===== src/rtl/miss_tracker.sv =====
module miss_tracker #(
  parameter int ENTRIES = 10,
  parameter int ADDR_W = 32,
  parameter int OFF_W = 6,
  parameter int DATA_W = 64,
  parameter int CNT_W = 16,
  parameter bit DROP_TLB_MISS = 1'b1,
  localparam int TAG_W = $clog2(ENTRIES),
  localparam int OCC_W = $clog2(ENTRIES + 1),
  localparam int LINE_W = ADDR_W - OFF_W
) (
  input  logic              clk,
  input  logic              rst_n,
  input  logic              req_valid,
  output logic              req_ready,
  input  logic [ADDR_W-1:0] req_addr,
  input  logic              req_prefetch,
  input  logic              req_tlb_miss,
  input  logic              req_fault,
  output logic              acc_valid,
  output logic [TAG_W-1:0]  acc_tag,
  output logic              acc_merged,
  input  logic              fill_valid,
  input  logic [TAG_W-1:0]  fill_tag,
  input  logic [DATA_W-1:0] fill_data,
  output logic              out_valid,
  output logic [ADDR_W-1:0] out_addr,
  output logic [DATA_W-1:0] out_data,
  output logic [OCC_W-1:0]  busy_count,
  output logic [CNT_W-1:0]  drop_count
);

  logic [ENTRIES-1:0] vld;
  logic [LINE_W-1:0]  line_q [ENTRIES];
  logic [LINE_W-1:0]  req_line;
  logic               hit, free_any, pf_drop, dropped, alloc, fill_hit;
  logic [TAG_W-1:0]   hit_tag, free_tag;

  assign req_line = req_addr[ADDR_W-1:OFF_W];

  always_comb begin
    hit = 1'b0;
    hit_tag = '0;
    for (int i = 0; i < ENTRIES; i++)
      if (vld[i] && line_q[i] == req_line) begin
        hit = 1'b1;
        hit_tag = TAG_W'(i);
      end
    free_any = 1'b0;
    free_tag = '0;
    for (int i = ENTRIES - 1; i >= 0; i--)
      if (!vld[i]) begin
        free_any = 1'b1;
        free_tag = TAG_W'(i);
      end
  end

  assign pf_drop    = req_prefetch & (req_fault | (DROP_TLB_MISS & req_tlb_miss) | (!hit & !free_any));
  assign req_ready  = req_prefetch | hit | free_any;
  assign dropped    = req_valid & pf_drop;
  assign acc_valid  = req_valid & req_ready & !pf_drop;
  assign acc_merged = hit;
  assign acc_tag    = hit ? hit_tag : free_tag;
  assign alloc      = acc_valid & !hit;
  assign fill_hit   = fill_valid && (int'(fill_tag) < ENTRIES) && vld[fill_tag];
  assign busy_count = OCC_W'($countones(vld));

  always_ff @(posedge clk) begin
    if (!rst_n) begin
      vld <= '0;
      drop_count <= '0;
      out_valid <= 1'b0;
    end else begin
      if (fill_hit) vld[fill_tag] <= 1'b0;
      if (alloc) vld[free_tag] <= 1'b1;
      if (dropped) drop_count <= drop_count + 1'b1;
      out_valid <= fill_hit;
    end
  end

  always_ff @(posedge clk) begin
    if (alloc) line_q[free_tag] <= req_line;
    if (fill_hit) begin
      out_addr <= {line_q[fill_tag], {OFF_W{1'b0}}};
      out_data <= fill_data;
    end
  end

  a_r1_cap: assert property (@(posedge clk) disable iff (!rst_n)
    int'(busy_count) <= ENTRIES);
  a_r2_stall_only_full: assert property (@(posedge clk) disable iff (!rst_n)
    (req_valid && !req_prefetch && !req_ready) |-> int'(busy_count) == ENTRIES);
  a_r4_prefetch_never_waits: assert property (@(posedge clk) disable iff (!rst_n)
    (req_valid && req_prefetch) |-> req_ready);
  a_r5_fault_no_accept: assert property (@(posedge clk) disable iff (!rst_n)
    (req_valid && req_prefetch && req_fault) |-> !acc_valid);
  a_r8_fill_frees: assert property (@(posedge clk) disable iff (!rst_n)
    fill_hit |=> !vld[$past(fill_tag)]);
  a_r9_out_follows_fill: assert property (@(posedge clk) disable iff (!rst_n)
    fill_hit |=> out_valid);
  a_r10_drop_step: assert property (@(posedge clk) disable iff (!rst_n)
    dropped |=> drop_count == $past(drop_count) + 1'b1);

endmodule


===== config.mk =====
export PLATFORM = sky130hd
export DESIGN_NAME = miss_tracker
export DESIGN_NICKNAME = d
export VERILOG_FILES = /design/src/rtl/miss_tracker.sv
export SDC_FILE = /design/constraint.sdc
export NUM_CORES = 1
export LEC_CHECK = 0
export ABC_CLOCK_PERIOD_IN_PS = 9350
export BUFFER_PORTS_ARGS = -buffer_cell sky130_fd_sc_hd__buf_4
export CORE_MARGIN = 3
export CORE_UTILIZATION = 45
export CTS_BUF_LIST = sky130_fd_sc_hd__clkbuf_2 sky130_fd_sc_hd__clkbuf_4 sky130_fd_sc_hd__clkbuf_8
export CTS_CLUSTER_SIZE = 40
export DETAILED_ROUTE_END_ITERATION = 6
export PLACE_DENSITY = 0.73
export SLEW_MARGIN = 20
export SYNTH_ARGS = -nofsm -noshare
export SYNTH_HDL_FRONTEND = slang
export SYNTH_SLANG_ARGS = --single-unit

===== constraint.sdc =====
create_clock -name clk -period 9.35 [get_ports clk]
set_clock_uncertainty 0.1 [all_clocks]
set_input_delay 0.935 -clock clk [delete_from_list [all_inputs] [get_ports clk]]
set_output_delay 0.935 -clock clk [all_outputs]
set_load 0.01 [all_outputs]

==> results.sh <==
export IMPL_status="finished, final reports clean"
export IMPL_grt_max_degree=74
export IMPL_fin_cells=2576
export IMPL_maxCapViolations=0
export IMPL_multi_input_area_um2=8410
export IMPL_regArea_um2=15700
export IMPL_insertion_delay_ns=0.68
export IMPL_die_x_um=237
export IMPL_crit_path_cell_trace="buf_4 > xnor2_1 > nand4_1 > nor4_1 > nand4_1 > nand4_4 > nor3_2 > a31oi_1 > o21ai_0 > buf_4"
export IMPL_io_pin_count=231
export IMPL_drc=0
export IMPL_critical_path_slowest_cell="nor4_1"
export IMPL_arrival_ns=3.97
export IMPL_cp_max_fo=26
export IMPL_first_global_vias=14100
export IMPL_root_buffer="clkbuf_8"
export IMPL_cell_internal_pwr_uw=3920
export IMPL_drt_initial_drc_count=1412
export IMPL_cp_end_kind="output pin"
export IMPL_period_needed_ns=5.00
export IMPL_use_met2_pct=36.1
export IMPL_synth_cell_types=63
export IMPL_numPlacedInstances=2417
export IMPL_die_y_um=237
export IMPL_grtUsageMet3_pct=6.94
export IMPL_layout_commonest_cell="edfxtp_1"
export IMPL_initial_core_util_pct=45.6
export IMPL_grt_antenna_before_repair=6
export IMPL_p_per_area_nw_per_um2=179
export IMPL_async_flop_share_pct=0
export IMPL_p_switching_uw=1180
export IMPL_synth_seq_area_share_pct=65.4
export IMPL_num_vias=14200
export IMPL_grt_usage_pct=23.7
export IMPL_cts_clk_slew_worst_paths_ns=0.06
export IMPL_h_tree_depth=3
export IMPL_p_seq_share_pct=53.2
export IMPL_cts_resized=0
export IMPL_clkSinkCount=533
export IMPL_clkPwrFrac_pct=39.0
export IMPL_drtAntennaViolNets=0
export IMPL_finalWirelength_mm=66.9
export IMPL_port_buffer_count=218
export IMPL_dp_hpwl_mm=47.4
export IMPL_fillCellCount=4373
export IMPL_core_area_um2=52800
export IMPL_crit_required_ns=8.32
export IMPL_fin_nets=1938
export IMPL_overflow=0
export IMPL_maxSlewHeadroom_pct=26.1
export IMPL_synthesis_area_um2=24100
export IMPL_critPathBufInv=2
export IMPL_tns_ns=0
export IMPL_wire_per_inst_um=26.0
export IMPL_synth_ff_type="edfxtp_1"
export IMPL_fmax_mhz=200
export IMPL_crit_type="in2out"
export IMPL_drive_gt1_share_pct=27.8
export IMPL_area_delta_synth_final_pct=18.6
export IMPL_worst_ir_drop_vdd_uv=100
export IMPL_ys_warn_count=0
export IMPL_final_cell_mix="edfxtp_1, buf_4, conb_1"
export IMPL_synth_seq_cells=533
export IMPL_swShare_pct=23.1
export IMPL_total_leakage_power_uw=0.00985
export IMPL_first_pass_iters=5
export IMPL_post_cts_buffers=0
export IMPL_maxSlewViolCount=0
export IMPL_tightest_slew_ns=1.11
export IMPL_syn_area_per_cell_um2=17.1
export IMPL_synthCells=1407
export IMPL_p_comb_share_pct=7.8
export IMPL_die_area_um2=56300
export IMPL_clk_path_buf_depth=3
export IMPL_num_rows=84
export IMPL_rsz0062_at_grt="no"
export IMPL_grt_use_met1_pct=32.0
export IMPL_hold_viol_final=0
export IMPL_period_share_pct=53.5
export IMPL_synth_edff_count=506
export IMPL_numCtsBuffers=91
export IMPL_top_usage_layer="met2"
export IMPL_viasPerCell=5.53
export IMPL_finalSetupViolCount=0
export IMPL_min_delay_path_class="in2reg"
export IMPL_gp_congestion=0.953
export IMPL_cts_hold_buf=0
export IMPL_cp_start_kind="input pin"
export IMPL_grt_pass1_wl_mm=95.8
export IMPL_critPathTopFamily="simple AND/OR/NAND/NOR gates"
export IMPL_cts_tree="done"
export IMPL_slowest_delay_ns=0.76
## worst register-to-register path, cell delays in order (launching register included)
cell,delay (ns)
edfxtp_1,0.40
xor2_1,0.49
nor4_1,0.25
nand4_1,0.19
nand2_1,0.16
nor3_2,0.63
nand3_1,0.40
nor2_2,0.18
buf_4,0.52
## state kept, by name (all words and copies together), names as in the netlist
register / cells
line_q: 416
out_data: 64
out_addr: 26
drop_count: 16
vld: 10
out_valid: 1
## worst paths after layout
kind                                     start        endpoint  slack [ns]  cells after the start
worst min-delay path             fill_data[14]    out_data[14]        0.33                      1
worst max-delay path              req_addr[23]      acc_tag[0]        4.35                     10
worst min register to register  drop_count[15]  drop_count[15]        0.38                      2
worst max register to register    line_q[9][7]    line_q[9][4]        5.62                      8
## layout make-up
cell class / instances / area share, %
antenna: 2 / 0.0175
clock inverter: 40 / 0.810
tap: 688 / 3.01
inverter: 32 / 0.429
clock buffer: 117 / 5.11
timing repair buffer: 231 / 6.10
sequential: 533 / 55.1
multi-input combinational: 933 / 29.4
## Yosys cell counts, types with 5 or more instances
master	number	share of area, %
mux2i_1	16	0.67
nand2_1	43	0.67
and4_1	6	0.22
mux4_2	132	12
a211oi_1	7	0.22
nor2_1	30	0.47
o21ai_0	16	0.33
buf_4	23	0.72
inv_1	32	0.50
dfxtp_1	27	2.2
nand4b_1	5	0.18
nor4_1	41	1.1
fa_1	6	0.50
or4_1	9	0.28
nand2b_1	14	0.36
clkbuf_1	25	0.39
nand3_1	21	0.44
buf_6	9	0.42
a21oi_1	15	0.31
nor3_1	9	0.19
nand4_1	75	1.9
buf_1	9	0.14
xor2_1	111	4.0
edfxtp_1	506	63
xnor2_1	144	5.2
## power by group through the flow
stage	sequential, µW	clock [µW]	combinational (µW)
after floorplan	2760	0	242
after detailed placement	2770	0	398
after CTS	2720	2050	399
after global routing	2720	2160	427
final	2720	1990	400
after global placement	2760	0	396
## logic make-up after synthesis
logic type | after synthesis | share of synthesized area, %
simple gates | 288 | 7.20
xor+xnor | 261 | 9.68
flops | 533 | 65.4
compound gates | 65 | 1.81
fa+ha+maj | 9 | 0.655
mux | 148 | 13.0
buf+inv | 102 | 2.26
other cells | 1 | 0.0156
## through the flow
step / utilization (%) / cell area, µm² / setup WS, ns / power (µW) / hold slack, ns
CTS: 54.1 / 28600 / 4.47 / 5160 / 0.268
detailed placement: 50.9 / 26900 / 4.56 / 3160 / 0.369
floorplan: - / 24700 / 5.28 / 3000 / 0.386
global placement: 50.9 / 26900 / 4.56 / 3160 / 0.356
finish: 54.1 / 28600 / 4.35 / 5110 / 0.329
global route: 54.1 / 28600 / 4.26 / 5310 / 0.292
## layer usage
| metal | vias to the layer above | part of all wire [%] |
|---|---|---|
| met5 | - | 0.055 |
| met4 | 6 | 3.7 |
| met3 | 128 | 9.5 |
| met2 | 665 | 46 |
| met1 | 7210 | 41 |
| li1 | 6238 | - |
Note: power is estimated with default switching activity, not from simulation.
